`config.mk`:
```
export PLATFORM = sky130hd
export DESIGN_NAME = xfer_freeze_latch
export DESIGN_NICKNAME = d
export VERILOG_FILES = /design/src/rtl/xfer_freeze_pkg.sv /design/src/rtl/xfer_sync_edge.sv /design/src/rtl/xfer_tick_timer.sv /design/src/rtl/xfer_freeze_fsm.sv /design/src/rtl/xfer_freeze_latch.sv
export SDC_FILE = /design/constraint.sdc
export NUM_CORES = 1
export LEC_CHECK = 0
export ABC_AREA = 1
export BUFFER_PORTS_ARGS = -buffer_cell sky130_fd_sc_hd__buf_4
export CAP_MARGIN = 10
export CORE_ASPECT_RATIO = 2
export CORE_UTILIZATION = 50
export CTS_CLUSTER_SIZE = 25
export DETAILED_ROUTE_END_ITERATION = 8
export PLACE_DENSITY = 0.74
export SLEW_MARGIN = 20
export SYNTH_ARGS = -nofsm -noshare
export SYNTH_HDL_FRONTEND = slang
export SYNTH_SLANG_ARGS = --single-unit
export TNS_END_PERCENT = 30
```
`constraint.sdc`:
```
create_clock -name clk -period 2.4 [get_ports clk]
set_clock_uncertainty 0.05 [all_clocks]
set_input_delay 0.12 -clock clk [delete_from_list [all_inputs] [get_ports clk]]
set_output_delay 0.12 -clock clk [all_outputs]
set_load 0.01 [all_outputs]
```
`src/rtl/xfer_freeze_pkg.sv`:
```
package xfer_freeze_pkg;

    typedef enum logic [1:0] {
        FRZ_IDLE = 2'd0,
        FRZ_QUAL = 2'd1,
        FRZ_HOLD = 2'd2
    } frz_state_e;

    typedef enum logic [1:0] {
        TRIG_ANY     = 2'b00,
        TRIG_RISE    = 2'b01,
        TRIG_FALL    = 2'b10,
        TRIG_ANY_ALT = 2'b11
    } trig_mode_e;

endpackage

```
`src/rtl/xfer_sync_edge.sv`:
```
module xfer_sync_edge (
    input  logic clk,
    input  logic rst_n,
    input  logic async_i,
    output logic level_o,
    output logic rise_o,
    output logic fall_o
);
    logic meta_q;
    logic sync_q;
    logic last_q;

    always_ff @(posedge clk or negedge rst_n) begin
        if (!rst_n) begin
            meta_q <= 1'b0;
            sync_q <= 1'b0;
            last_q <= 1'b0;
        end else begin
            meta_q <= async_i;
            sync_q <= meta_q;
            last_q <= sync_q;
        end
    end

    assign level_o = sync_q;
    assign rise_o  = sync_q & ~last_q;
    assign fall_o  = ~sync_q & last_q;
endmodule

```
`src/rtl/xfer_tick_timer.sv`:
```
module xfer_tick_timer #(
    parameter int DIV   = 4,
    parameter int CNT_W = 8
) (
    input  logic             clk,
    input  logic             rst_n,
    input  logic             restart_i,
    input  logic             start_one_i,
    output logic             tick_o,
    output logic [CNT_W-1:0] count_o
);
    localparam int PW = (DIV > 1) ? $clog2(DIV) : 1;
    localparam logic [PW-1:0] LAST = PW'(DIV - 1);
    localparam logic [PW-1:0] ONE  = PW'(1);

    logic [PW-1:0]    presc_q;
    logic [CNT_W-1:0] cnt_q;

    always_ff @(posedge clk or negedge rst_n) begin
        if (!rst_n) begin
            presc_q <= '0;
            cnt_q   <= '0;
        end else if (restart_i) begin
            presc_q <= start_one_i ? ONE : '0;
            cnt_q   <= '0;
        end else if (presc_q == LAST) begin
            presc_q <= '0;
            cnt_q   <= cnt_q + 1'b1;
        end else begin
            presc_q <= presc_q + 1'b1;
        end
    end

    assign tick_o  = (presc_q == LAST);
    assign count_o = cnt_q;
endmodule

```
`src/rtl/xfer_freeze_fsm.sv`:
```
module xfer_freeze_fsm
    import xfer_freeze_pkg::*;
#(
    parameter int QUAL_TICKS = 30,
    parameter int HOLD_TICKS = 100,
    parameter int CNT_W      = 8
) (
    input  logic             clk,
    input  logic             rst_n,
    input  logic [1:0]       mode_i,
    input  logic             level_i,
    input  logic             rise_i,
    input  logic             fall_i,
    input  logic             tick_i,
    input  logic [CNT_W-1:0] count_i,
    output frz_state_e       state_o,
    output logic             restart_o,
    output logic             start_one_o,
    output logic             load_en_o
);
    localparam logic [CNT_W-1:0] QUAL_LAST = CNT_W'(QUAL_TICKS - 1);
    localparam logic [CNT_W-1:0] HOLD_LAST = CNT_W'(HOLD_TICKS - 1);

    frz_state_e state_q;
    frz_state_e state_d;
    logic       target_q;
    trig_mode_e mode;
    logic       edge_ok;
    logic       qual_done;
    logic       hold_done;

    assign mode      = trig_mode_e'(mode_i);
    assign edge_ok   = (rise_i && mode != TRIG_FALL) || (fall_i && mode != TRIG_RISE);
    assign qual_done = tick_i && (count_i == QUAL_LAST);
    assign hold_done = tick_i && (count_i == HOLD_LAST);

    // state register
    always_ff @(posedge clk or negedge rst_n) begin
        if (!rst_n) begin
            state_q  <= FRZ_IDLE;
            target_q <= 1'b0;
        end else begin
            state_q <= state_d;
            if (state_q == FRZ_IDLE && edge_ok) begin
                target_q <= level_i;
            end
        end
    end

    // next state
    always_comb begin
        state_d = state_q;
        unique case (state_q)
            FRZ_IDLE: if (edge_ok) state_d = FRZ_QUAL;
            FRZ_QUAL: begin
                if (level_i != target_q) state_d = FRZ_IDLE;
                else if (qual_done)      state_d = FRZ_HOLD;
            end
            FRZ_HOLD: if (hold_done) state_d = FRZ_IDLE;
            default:  state_d = FRZ_IDLE;
        endcase
    end

    // outputs
    always_comb begin
        restart_o   = 1'b0;
        start_one_o = 1'b0;
        load_en_o   = 1'b1;
        unique case (state_q)
            FRZ_IDLE: begin
                restart_o   = (state_d == FRZ_QUAL);
                start_one_o = 1'b1;
            end
            FRZ_QUAL: restart_o = (state_d == FRZ_HOLD);
            FRZ_HOLD: load_en_o = (state_d != FRZ_HOLD);
            default:  load_en_o = 1'b1;
        endcase
    end

    assign state_o = state_q;
endmodule

```
`src/rtl/xfer_freeze_latch.sv`:
```
module xfer_freeze_latch
    import xfer_freeze_pkg::*;
#(
    parameter int CLK_HZ       = 50_000_000,
    parameter int WORD_W       = 16,
    parameter int MIN_WIDTH_US = 30,
    parameter int HOLD_US      = 100
) (
    input  logic              clk,
    input  logic              rst_n,
    input  logic [1:0]        trig_mode_i,
    input  logic              xfer_i,
    input  logic [WORD_W-1:0] pos_i,
    output logic [WORD_W-1:0] pos_o,
    output logic              busy_o
);
    localparam int TICK_DIV = CLK_HZ / 1_000_000;
    localparam int MAX_TICK = (HOLD_US > MIN_WIDTH_US) ? HOLD_US : MIN_WIDTH_US;
    localparam int CNT_W    = $clog2(MAX_TICK + 1);
    localparam int HOLD_CYC = HOLD_US * TICK_DIV;

    frz_state_e       cur_state;
    logic             sync_level;
    logic             edge_rise;
    logic             edge_fall;
    logic             tick;
    logic [CNT_W-1:0] tick_count;
    logic             restart;
    logic             start_one;
    logic             load_en;
    logic [WORD_W-1:0] word_q;

    xfer_sync_edge u_sync (
        .clk     (clk),
        .rst_n   (rst_n),
        .async_i (xfer_i),
        .level_o (sync_level),
        .rise_o  (edge_rise),
        .fall_o  (edge_fall)
    );

    xfer_tick_timer #(.DIV(TICK_DIV), .CNT_W(CNT_W)) u_timer (
        .clk         (clk),
        .rst_n       (rst_n),
        .restart_i   (restart),
        .start_one_i (start_one),
        .tick_o      (tick),
        .count_o     (tick_count)
    );

    xfer_freeze_fsm #(
        .QUAL_TICKS (MIN_WIDTH_US),
        .HOLD_TICKS (HOLD_US),
        .CNT_W      (CNT_W)
    ) u_fsm (
        .clk         (clk),
        .rst_n       (rst_n),
        .mode_i      (trig_mode_i),
        .level_i     (sync_level),
        .rise_i      (edge_rise),
        .fall_i      (edge_fall),
        .tick_i      (tick),
        .count_i     (tick_count),
        .state_o     (cur_state),
        .restart_o   (restart),
        .start_one_o (start_one),
        .load_en_o   (load_en)
    );

    always_ff @(posedge clk or negedge rst_n) begin
        if (!rst_n)       word_q <= '0;
        else if (load_en) word_q <= pos_i;
    end

    assign pos_o  = word_q;
    assign busy_o = (cur_state == FRZ_HOLD);
endmodule

```
Yosys cells after proc, flatten, opt, wreduce, memory -nomap -nowiden
Index checks and enable logic that the tools add are counted.
Widths: inputs -> output; s select.
- muxes and demuxes: 13
- bitwise operators: 4
- equality and inequality tests: 11
- add/sub/neg operators: 2
- reductions and logical operators: 8
- operators by type and width (kind ; count):
    $mux 7 ; 2
    $mux 6 ; 2
    $mux 2 ; 4
    $add 7x1->7 const B ; 1
    $eq 7x5->1 const B ; 1
    $eq 7x7->1 const B ; 1
    $add 6x1->6 const B ; 1
    $eq 6x6->1 const B ; 1
    $pmux 2 s3 ; 1
    $logic_and 1x1->1 ; 5
    $eq 2x1->1 const B ; 2
    $eq 2x2->1 const B ; 2
    $ne 2x2->1 const B ; 2
    $mux 1 ; 3
    $and 1x1->1 ; 2
    $logic_not 2->1 ; 1
    $ne 2x1->1 const B ; 1
    $not 1->1 ; 2
    $pmux 1 s2 ; 1
    $reduce_bool 2->1 ; 1
    $logic_or 1x1->1 ; 1
    $ne 1x1->1 ; 1
- output and inout port bits: 17
- input bits: 21
- logic and storage cells: 46
- flip-flop bits (word level): 35

Longest topological paths before layout
Gate-level depths: netlist (run 1).
- depth in word-level cells: 9
- gate-level depth with buffers: 9
- mapped depth without buffers: 8

Modules after synthesis
A second synthesis (run 1) with hierarchy kept.
- cells, all modules: 207
- area, all modules: 1665.3 um2
- modules (own cells, without submodules) (module ; cells each ; area each (um2) ; seq. area each (um2) ; instances):
    xfer_tick_timer ; 84 ; 670.6 ; 325.3 ; 1
    xfer_freeze_latch ; 70 ; 651.9 ; 400.4 ; 1
    xfer_freeze_fsm ; 46 ; 252.7 ; 75.1 ; 1
    xfer_sync_edge ; 7 ; 90.1 ; 75.1 ; 1

Worst setup path after synthesis (run 1)
OpenSTA, ideal clock, no wires.
- path kind: flip-flop to flip-flop
- start: register u_timer.cnt_q[0] (netlist: u_timer.count_o[0])
- end: register word_q[10] (netlist: pos_o[10])
- required time: 2.233 ns
- arrival time: 1.256 ns
- slack: 0.977 ns
- period minus slack after synthesis: 1.423 ns
- cell stages (with the launch flop): 8
- path through: dfrtp_1 > ha_1 > nand2_1 > nor3_1 > nand3_2 > nand3_4 > buf_6 > o21ai_2
- longest elaborated chain between the ends: 7
- elaborated cells between the ends (all ways): 10
- RTL lines (element ; line ; source):
    start, declared ; xfer_tick_timer.sv:17 ; logic [CNT_W-1:0] cnt_q;
    start signal, assigned ; xfer_tick_timer.sv:28 ; cnt_q <= cnt_q + 1'b1;
    $eq 7x5->1 ; xfer_freeze_fsm.sv:34 ; assign qual_done = tick_i && (count_i == QUAL_LAST);
    $logic_and 1x1->1 ; xfer_freeze_fsm.sv:34 ;
    $mux 2 ; xfer_freeze_fsm.sv:57 ; else if (qual_done) state_d = FRZ_HOLD;
    $mux 2 ; xfer_freeze_fsm.sv:56 ; if (level_i != target_q) state_d = FRZ_IDLE;
    $pmux 2 s3 * ; xfer_freeze_fsm.sv:53 ; unique case (state_q)
    $ne 2x2->1 * ; xfer_freeze_fsm.sv:75 ; FRZ_HOLD: load_en_o = (state_d != FRZ_HOLD);
    $mux 1 * ; xfer_freeze_fsm.sv:69 ; unique case (state_q)
    end signal, assigned ; xfer_freeze_latch.sv:72 ; else if (load_en) word_q <= pos_i;
    end, declared ; xfer_freeze_latch.sv:31 ; logic [WORD_W-1:0] word_q;
Mark *: on every way between the ends. The rest lies on a longest branch, timed or not.
A chain may end at the register's enable or synchronous reset.

Worst setup path after layout (run 1)
- start: register u_timer.presc_q[1]
- end: register word_q[9] (netlist: pos_o[9])
- longest elaborated chain between the ends: 7
- elaborated cells between the ends (all ways): 9
- RTL lines (element ; line ; source):
    start, declared ; xfer_tick_timer.sv:16 ; logic [PW-1:0] presc_q;
    start signal, assigned ; xfer_tick_timer.sv:24 ; presc_q <= start_one_i ? ONE : '0;
    start signal, assigned ; xfer_tick_timer.sv:30 ; presc_q <= presc_q + 1'b1;
    $eq 6x6->1 * ; xfer_tick_timer.sv:34 ; assign tick_o = (presc_q == LAST);
    $logic_and 1x1->1 ; xfer_freeze_fsm.sv:34 ;
    $mux 2 ; xfer_freeze_fsm.sv:57 ;
    $mux 2 ; xfer_freeze_fsm.sv:56 ;
    $pmux 2 s3 * ; xfer_freeze_fsm.sv:53 ;
    $ne 2x2->1 * ; xfer_freeze_fsm.sv:75 ;
    $mux 1 * ; xfer_freeze_fsm.sv:69 ;
Marked as above.

==> results_tabular.tex, run 1 <==
\begin{tabular}{lr}
\hline
Metric & Value \\
\hline
\multicolumn{2}{l}{\textbf{Run status}} \\
\quad Result of the run & complete, no violations \\
\multicolumn{2}{l}{\textbf{Yosys}} \\
\quad Most instantiated library cell after synthesis & sky130\_fd\_sc\_hd\_\_nand2\_1 \\
\quad Number of enable-type register cells in the synthesized netlist & 0 \\
\quad Most instantiated cells after synthesis & sky130\_fd\_sc\_hd\_\_nand2\_1 (41), sky130\_fd\_sc\_hd\_\_dfrtp\_1 (35), sky130\_fd\_sc\_hd\_\_inv\_1 (30) \\
\quad Cell area after technology mapping & $\sim$0.0017 mm² \\
\quad Share of the yosys chip area belonging to registers & 0.508 \\
\quad Ys async rst share & 1.00 \\
\quad Yosys warning count & 0 \\
\quad Post-synthesis instance total & 188 \\
\quad Area share of the leading cell type in the synthesized netlist & 0.508 \\
\quad Total of flip-flops plus latches after synthesis & 35 \\
\quad Cell type with the largest total area after synthesis & sky130\_fd\_sc\_hd\_\_dfrtp\_1 \\
\quad Top cells by area in the synthesized netlist & sky130\_fd\_sc\_hd\_\_dfrtp\_1 (51\%), sky130\_fd\_sc\_hd\_\_nand2\_1 (8.9\%), sky130\_fd\_sc\_hd\_\_o21ai\_2 (7.1\%) \\
\quad Nets in the synthesized netlist & approximately 210 \\
\quad Primary flip-flop cell chosen by synthesis mapping & sky130\_fd\_sc\_hd\_\_dfrtp\_1 \\
\quad Mean Syn Cell Area & 9.18 µm² \\
\quad Number of distinct library cells after synthesis & 25 \\
\multicolumn{2}{l}{\textbf{Worst setup path}} \\
\quad Launching element type of the critical path & register \\
\quad CP Max Fanout & 32 \\
\quad CP Data Required Time & $\sim$2600 ps \\
\quad Arrival time at the worst endpoint & 2040 ps \\
\quad Worst reg2reg endpoint & pos\_o[9] \\
\quad Crit Reg-Reg Startpoint & u\_timer.presc\_q[1] \\
\quad Crit-path cells & inv\_1, ha\_1, nand3\_2, nor2\_4, nand3\_2, nand3\_4, nand2\_1, o21ai\_2 \\
\quad Worst R2R Setup Slack & about 520 ps \\
\quad Worst r2r path cells & 8 \\
\quad Most frequent cell on the critical path & sky130\_fd\_sc\_hd\_\_nand3\_2 \\
\quad Path type of the worst setup path & register to register \\
\quad Slowest-stage cell, CP & sky130\_fd\_sc\_hd\_\_dfrtp\_1 \\
\quad Critical Path Source & u\_timer.presc\_q[1] \\
\quad Type of element capturing the critical path & register \\
\quad CP peak stage delay & about 400 ps \\
\multicolumn{2}{l}{\textbf{STA}} \\
\quad Fmax & 0.532 GHz \\
\quad Number of max-slew violations in the final report & 0 \\
\quad Sum of negative setup slack & 0 ps \\
\quad Unrepaired setup endpoints after global routing & false \\
\quad Clock period minus worst slack & 1880 ps \\
\quad Worst max-slew margin expressed relative to the limit & 0.709 \\
\quad Final worst-path cycle share & 0.783 \\
\quad Setup slack of the critical path after layout & 520 ps \\
\quad Number of setup violations in the final report & 0 \\
\quad Slew at the pin with the worst max-slew slack & 437 ps \\
\quad Final number of hold-violating endpoints & 0 \\
\multicolumn{2}{l}{\textbf{Finish}} \\
\quad Count of inserted antenna diode cells & 0 \\
\quad Sequential cell area & 876 µm² \\
\quad Area of the multi-input gates & a little under 700 µm² \\
\quad Post-layout net count & 269 \\
\quad Filler cell count in the final layout & about 230 \\
\quad Fraction of final layout cells sized beyond drive strength 1 & 0.273 \\
\quad Area growth syn-to-layout & 29.7\% \\
\multicolumn{2}{l}{\textbf{Floorplanning}} \\
\quad Chip Width & 43.5 µm \\
\quad Die area & around 0.0037 mm² \\
\quad Starting density of the core & 0.534 \\
\quad Vert. Die Dim & 85.1 µm \\
\quad \# IOs & 38 \\
\quad \# rows & 29 \\
\quad Floorplan Core Area & between 0.003 and 0.004 mm² \\
\multicolumn{2}{l}{\textbf{Clock network}} \\
\quad Count of clock tree sinks & 35 \\
\quad H-tree depth reported by CTS & 2 \\
\quad Buffer count from post-CTS setup fixing & 0 \\
\quad CTS Buffer Depth & 2 \\
\quad Reg clk slew, reported paths & 70 ps \\
\quad Clk Latency, worst-skew pair & 290 ps \\
\quad TritonCTS Buffers & 5 \\
\quad TritonCTS clock tree & done \\
\quad Clock tree root driver cell & sky130\_fd\_sc\_hd\_\_clkbuf\_8 \\
\multicolumn{2}{l}{\textbf{Pwr}} \\
\quad Static leakage & 1.14 nW \\
\quad Maximum vdd ir drop & 596 µV \\
\quad Pwr Density & 645 mW/mm² \\
\multicolumn{2}{l}{\textbf{GRT}} \\
\quad Antenna violations before repair & 0 \\
\quad Via count of the first global-routing pass & 1,505 \\
\quad Largest net degree at the start of global routing & 36 \\
\quad Sum of overflow across all layers after global routing & 0 \\
\quad Total GRT Usage & 0.233 \\
\quad First-pass GRT wire length & roughly 6400 µm \\
\multicolumn{2}{l}{\textbf{Hold path}} \\
\quad Type of the tightest min-delay check & primary input to register \\
\quad Launch instance of the worst min-delay path & pos\_i[13] \\
\quad Worst Hold End & pos\_o[13] \\
\quad Hold Path Depth & 3 \\
\multicolumn{2}{l}{\textbf{Detailed routing}} \\
\quad Count of routing violations after the opening detailed-route iteration & 53 \\
\quad Via Count & 1,411 \\
\quad DRC errors left & 0 \\
\quad Total wire length after detailed routing & 3700 µm \\
\quad Residual antenna-violating net count after detailed routing & 0 \\
\quad Avg WL per Cell & 13.4 µm \\
\quad Number of detailed-route iterations in the first pass & 4 \\
\quad Routed via count divided by cell count & 5.11 \\
\multicolumn{2}{l}{\textbf{Flow run}} \\
\quad Max Cap Viol & 0 \\
\multicolumn{2}{l}{\textbf{Placed design}} \\
\quad Routability-driven placement congestion ratio & 0.777 \\
\quad Setup WS pre-CTS & 582 ps \\
\quad Number of port buffers & 37 \\
\quad HPWL reported at the end of detailed placement & 2530 µm \\
\hline
\end{tabular}
[power by group]
group / total [mW] / internal, mW / switching (mW)
sequential: 0.719 / 0.660 / 0.0591
combinational: 0.306 / 0.143 / 0.163
clock: 0.418 / 0.203 / 0.215
[area by class of cell]
cell class	count	area share
clock buffer	6	0.0324
clock inverter	2	0.00559
inverter	30	0.0503
multi-input combinational	118	0.303
sequential	35	0.391
tap	31	0.0173
timing repair buffer	54	0.200
[worst max path at each step]
| stage | endpoint | slack [ps] | cells after the start |
|---|---|---|---|
| 2_1_floorplan | pos_o[10] | 980 | 7 |
| 3_5_place_dp | pos_o[13] | 580 | 8 |
| 5_1_grt | pos_o[9] | 400 | 8 |
| 6_report | pos_o[9] | 520 | 8 |
| 3_3_place_gp | pos_o[9] | 680 | 7 |
| 4_1_cts | pos_o[13] | 560 | 8 |
[routing by layer]
| metal | GRT usage | vias up | routed length (µm) |
|---|---|---|---|
| met3 | 0.0532 | 13 | 126 |
| met1 | 0.245 | 669 | 1360 |
| met4 | 0.111 | 0 | 99 |
| met5 | 0 | - | 0 |
| li1 | - | 693 | - |
| met2 | 0.419 | 36 | 2120 |
[stage by stage]
step                 util  instances  power (mW)  hold slack (ps)  instance area [µm²]
global placement    0.614        251       0.996             38.7                 1980
floorplan               -        188       0.916             -226                 1730
global route        0.693        276        1.53             7.22                 2240
CTS                 0.693        276        1.45             9.87                 2240
detailed placement  0.614        251        1.02             51.2                 1980
finish              0.693        276        1.44             7.37                 2240
[worst max-delay path: cells and delay by family (launching register included)]
kind            cells  cell delay, ps
compound gates      1             100
flops               1             400
buf+inv             1              70
fa+ha+maj           1             150
simple gates        5            1020
[sequential cells by signal, indices dropped and copies added, names as in the netlist]
name	flops
u_sync.meta_q	1
u_timer.count_o	7
u_sync.level_o	1
u_fsm.target_q	1
u_timer.presc_q	6
u_fsm.state_o	2
pos_o	16
u_sync.last_q	1
[cells in the final DEF, fill, tap and decap left out, types with 5 or more instances in the layout]
| master | count |
|---|---|
| sky130_fd_sc_hd__o21ai_0 | 5 |
| sky130_fd_sc_hd__buf_4 | 37 |
| sky130_fd_sc_hd__nand3_1 | 7 |
| sky130_fd_sc_hd__nor2_1 | 17 |
| sky130_fd_sc_hd__dlygate4sd3_1 | 17 |
| sky130_fd_sc_hd__nand2_1 | 41 |
| sky130_fd_sc_hd__inv_1 | 30 |
| sky130_fd_sc_hd__o21ai_2 | 14 |
| sky130_fd_sc_hd__dfrtp_1 | 35 |
| sky130_fd_sc_hd__clkbuf_8 | 5 |
[cells by family (layout without fill, tap and decap cells)]
| logic type | Yosys count | after routing | share of synthesized area |
|---|---|---|---|
| XOR/XNOR | 5 | 5 | 0.0254 |
| AND/OR/NAND/NOR | 86 | 86 | 0.239 |
| buffers and inverters | 35 | 92 | 0.100 |
| flip-flops | 35 | 35 | 0.508 |
| AO/OA/AOI/OAI | 23 | 23 | 0.0986 |
| adder cells (fa/ha/maj) | 4 | 4 | 0.0290 |
[repair_timing]
| action | 4_1_cts | 5_1_grt |
|---|---|---|
| resized for setup | 0 | 0 |
| hold buffers | 17 | 0 |
| endpoints found under the hold margin | 51 | 0 |
No activity file was read; power rests on OpenSTA's default activity.
==> inputs of run 2 (changes only) <==
Settings changed: CORE_UTILIZATION 50 to 48, PLACE_DENSITY 0.74 to 0.75.
Clock period 2.4 ns to 1.6 ns, I/O delays scaled along.
==> results_tabular.tex, run 2 (synthesis results as in run 1) <==
\begin{tabular}{lr}
\hline
Metric & Value \\
\hline
\multicolumn{2}{l}{\textbf{Run status}} \\
\quad Result of the run & complete, no violations (unchanged) \\
\multicolumn{2}{l}{\textbf{Pwr}} \\
\quad Proportion of power drawn by flip-flops and latches & 0.474 (was 0.498) \\
\quad Part of the total power dissipated in combinational logic & 0.215 (was 0.212) \\
\quad Pwr Density & 929 mW/mm² (was 645 mW/mm²) \\
\quad Switching power summed over all nets & 0.668 mW (was 0.437 mW) \\
\quad Static leakage & 1.23 nW (was 1.14 nW) \\
\quad Switching part of the total & 0.293 (was 0.303) \\
\quad Power share of the clock group & 0.311 (was 0.290) \\
\quad Power Internal & 1.61 mW (was 1.01 mW) \\
\quad Maximum vdd ir drop & 643 µV (was 596 µV) \\
\multicolumn{2}{l}{\textbf{Floorplanning}} \\
\quad \# rows & 30 (was 29) \\
\quad Die area & 0.00385 mm² (was 0.00370 mm²) \\
\quad Chip Width & 44.4 µm (was 43.5 µm) \\
\quad Vert. Die Dim & 86.8 µm (was 85.1 µm) \\
\quad Floorplan Core Area & 0.00342 mm² (was 0.00323 mm²) \\
\quad Starting density of the core & 0.505 (was 0.534) \\
\quad \# IOs & 38 (unchanged) \\
\multicolumn{2}{l}{\textbf{Finish}} \\
\quad Final non-filler cell area & 0.00245 mm² (was 0.00224 mm²) \\
\quad Fraction of final layout cells sized beyond drive strength 1 & 0.337 (was 0.273) \\
\quad Filler cell count in the final layout & 236 (was 231) \\
\quad Post-layout net count & 282 (was 269) \\
\quad Most common cell after layout, fill and taps aside & sky130\_fd\_sc\_hd\_\_buf\_4 (was sky130\_fd\_sc\_hd\_\_nand2\_1) \\
\quad Most used cells in the layout excluding fill and tap cells & sky130\_fd\_sc\_hd\_\_buf\_4 (44), sky130\_fd\_sc\_hd\_\_nand2\_1 (38), sky130\_fd\_sc\_hd\_\_dfrtp\_1 (35) (was sky130\_fd\_sc\_hd\_\_nand2\_1 (41), sky130\_fd\_sc\_hd\_\_buf\_4 (37), sky130\_fd\_sc\_hd\_\_dfrtp\_1 (35)) \\
\quad Area growth syn-to-layout & 42.2\% (was 29.7\%) \\
\quad Count of inserted antenna diode cells & 0 (unchanged) \\
\quad Number of flip-flops in the largest register & 16 (unchanged) \\
\multicolumn{2}{l}{\textbf{GRT}} \\
\quad Total GRT Usage & 0.246 (was 0.233) \\
\quad Antenna violations before repair & 0 (unchanged) \\
\quad Via count of the first global-routing pass & 1,538 (was 1,505) \\
\quad Sum of overflow across all layers after global routing & 0 (unchanged) \\
\quad First-pass GRT wire length & 6910 µm (was 6430 µm) \\
\quad Largest net degree at the start of global routing & 36 (unchanged) \\
\multicolumn{2}{l}{\textbf{Clock network}} \\
\quad TritonCTS Buffers & 5 (unchanged) \\
\quad Count of clock tree sinks & 35 (unchanged) \\
\quad H-tree depth reported by CTS & 2 (unchanged) \\
\quad Clock tree root driver cell & sky130\_fd\_sc\_hd\_\_clkbuf\_8 (unchanged) \\
\quad Clk Latency, worst-skew pair & 290 ps (about the same) \\
\quad TritonCTS clock tree & done (unchanged) \\
\quad Reg clk slew, reported paths & 70 ps (about the same) \\
\quad CTS Buffer Depth & 2 (unchanged) \\
\multicolumn{2}{l}{\textbf{Worst setup path}} \\
\quad Path type of the worst setup path & register to register (unchanged) \\
\quad CP peak stage delay & 390 ps (was 400 ps) \\
\quad Launching element type of the critical path & register (unchanged) \\
\quad Arrival time at the worst endpoint & 1750 ps (was 2040 ps) \\
\quad Slowest-stage cell, CP & sky130\_fd\_sc\_hd\_\_dfrtp\_1 (unchanged) \\
\quad CP Data Required Time & 1760 ps (was 2560 ps) \\
\quad CP Max Fanout & 13 (was 32) \\
\quad Crit-path cells & inv\_1, ha\_2, nand3\_2, nor2\_4, nand3\_4, nand3\_4, buf\_12, nand2\_1, o21ai\_2 (was inv\_1, ha\_1, nand3\_2, nor2\_4, nand3\_2, nand3\_4, nand2\_1, o21ai\_2) \\
\quad Most frequent cell on the critical path & sky130\_fd\_sc\_hd\_\_nand3\_4 (was sky130\_fd\_sc\_hd\_\_nand3\_2) \\
\quad Type of element capturing the critical path & register (unchanged) \\
\multicolumn{2}{l}{\textbf{STA}} \\
\quad Slew at the pin with the worst max-slew slack & 438 ps (was 437 ps) \\
\quad Fmax & 0.631 GHz (was 0.532 GHz) \\
\quad Number of setup violations in the final report & 0 (unchanged) \\
\quad Worst max-slew margin expressed relative to the limit & 0.708 (was 0.709) \\
\quad Final number of hold-violating endpoints & 0 (unchanged) \\
\quad Clock period minus worst slack & 1590 ps (was 1880 ps) \\
\quad Number of max-slew violations in the final report & 0 (unchanged) \\
\quad Final worst-path cycle share & 0.991 (was 0.783) \\
\quad Unrepaired setup endpoints after global routing & true (was false) \\
\quad Sum of negative setup slack & 0 ps (unchanged) \\
\multicolumn{2}{l}{\textbf{Detailed routing}} \\
\quad Total wire length after detailed routing & 4080 µm (was 3700 µm) \\
\quad Routed via count divided by cell count & 4.90 (was 5.11) \\
\quad Number of detailed-route iterations in the first pass & 6 (was 4) \\
\quad Avg WL per Cell & 13.3 µm (was 13.4 µm) \\
\quad Via Count & 1,498 (was 1,411) \\
\quad DRC errors left & 0 (unchanged) \\
\quad Residual antenna-violating net count after detailed routing & 0 (unchanged) \\
\quad Count of routing violations after the opening detailed-route iteration & 27 (was 53) \\
\multicolumn{2}{l}{\textbf{Placed design}} \\
\quad HPWL reported at the end of detailed placement & 2440 µm (was 2530 µm) \\
\quad Cell Area, Placed & 0.00208 mm² (was 0.00198 mm²) \\
\quad Routability-driven placement congestion ratio & 0.889 (was 0.777) \\
\quad Number of port buffers & 37 (unchanged) \\
\multicolumn{2}{l}{\textbf{Flow run}} \\
\quad Max Cap Viol & 0 (unchanged) \\
\multicolumn{2}{l}{\textbf{Hold path}} \\
\quad Type of the tightest min-delay check & primary input to async pin (was primary input to register) \\
\hline
\end{tabular}
-- run 2: per-layer routing --
layer	part of all wire	wire, µm	GRT usage
met1	0.39	1590	0.289
met2	0.56	2290	0.430
met3	0.037	151	0.0438
met4	0.012	50	0.0882
met5	0	0	0
-- run 2: final timing paths --
kind,slack (ps),start,endpoint,cells past startpoint
worst min register to register,300,u_sync.meta_q,u_sync.level_o,0
worst min-delay path,220,rst_n,u_timer.count_o[2],2
min in group clk,300,u_sync.meta_q,u_sync.level_o,0
worst max-delay path,10,u_timer.presc_q[1],pos_o[9],9
max in group asynchronous,960,rst_n,pos_o[8],2
worst max register to register,10,u_timer.presc_q[1],pos_o[9],9
-- run 2: cell type report --
| cell class | instances | area, µm² | area share |
|---|---|---|---|
| Timing Repair Buffer | 67 | 593 | 0.242 |
| Tap cell | 48 | 60.1 | 0.0245 |
| Multi-Input combinational cell | 118 | 712 | 0.290 |
| Sequential cell | 35 | 876 | 0.357 |
| Clock buffer | 8 | 100 | 0.0408 |
| Inverter | 30 | 113 | 0.0459 |
-- run 2: worst max-delay path, delay by kind of cell (launching register included) --
| kind | cells | cell delay [ps] |
|---|---|---|
| buffers and inverters | 2 | 200 |
| AOI/OAI and AO/OA | 1 | 70 |
| DFF | 1 | 390 |
| and+or+nand+nor | 5 | 610 |
| adders and majority gates | 1 | 170 |
-- run 2: power by group through the flow --
stage / clock [mW] / sequential, mW / combinational, mW
after floorplan: 0 / 1.08 / 0.291
after CTS: 0.712 / 1.08 / 0.482
after detailed placement: 0 / 1.10 / 0.442
after global routing: 0.747 / 1.09 / 0.555
after global placement: 0 / 1.09 / 0.431
final: 0.709 / 1.08 / 0.490
-- run 2: per-stage QoR --
| step | setup WS [ps] | hold WS (ps) | total power, mW | cells | utilization |
|---|---|---|---|---|---|
| after global routing | -75.3 | 282 | 2.40 | 306 | 0.718 |
| after global placement | -17.7 | 8.80 | 1.52 | 276 | 0.608 |
| after floorplan | 177 | -266 | 1.37 | 188 | - |
| after CTS | -14.2 | 241 | 2.27 | 304 | 0.694 |
| final | 14.6 | 221 | 2.28 | 306 | 0.718 |
| after detailed placement | -23.5 | 8.96 | 1.54 | 276 | 0.608 |
-- run 2: what timing repair did --
action                                  in CTS  in global routing
pin swaps                                    1                  4
hold endpoints to repair                    52                  0
endpoints found under the setup margin      17                 27
gates cloned                                 0                  1
buffers inserted                             2                  1
hold buffers                                18                  0
resized for setup                            0                 16
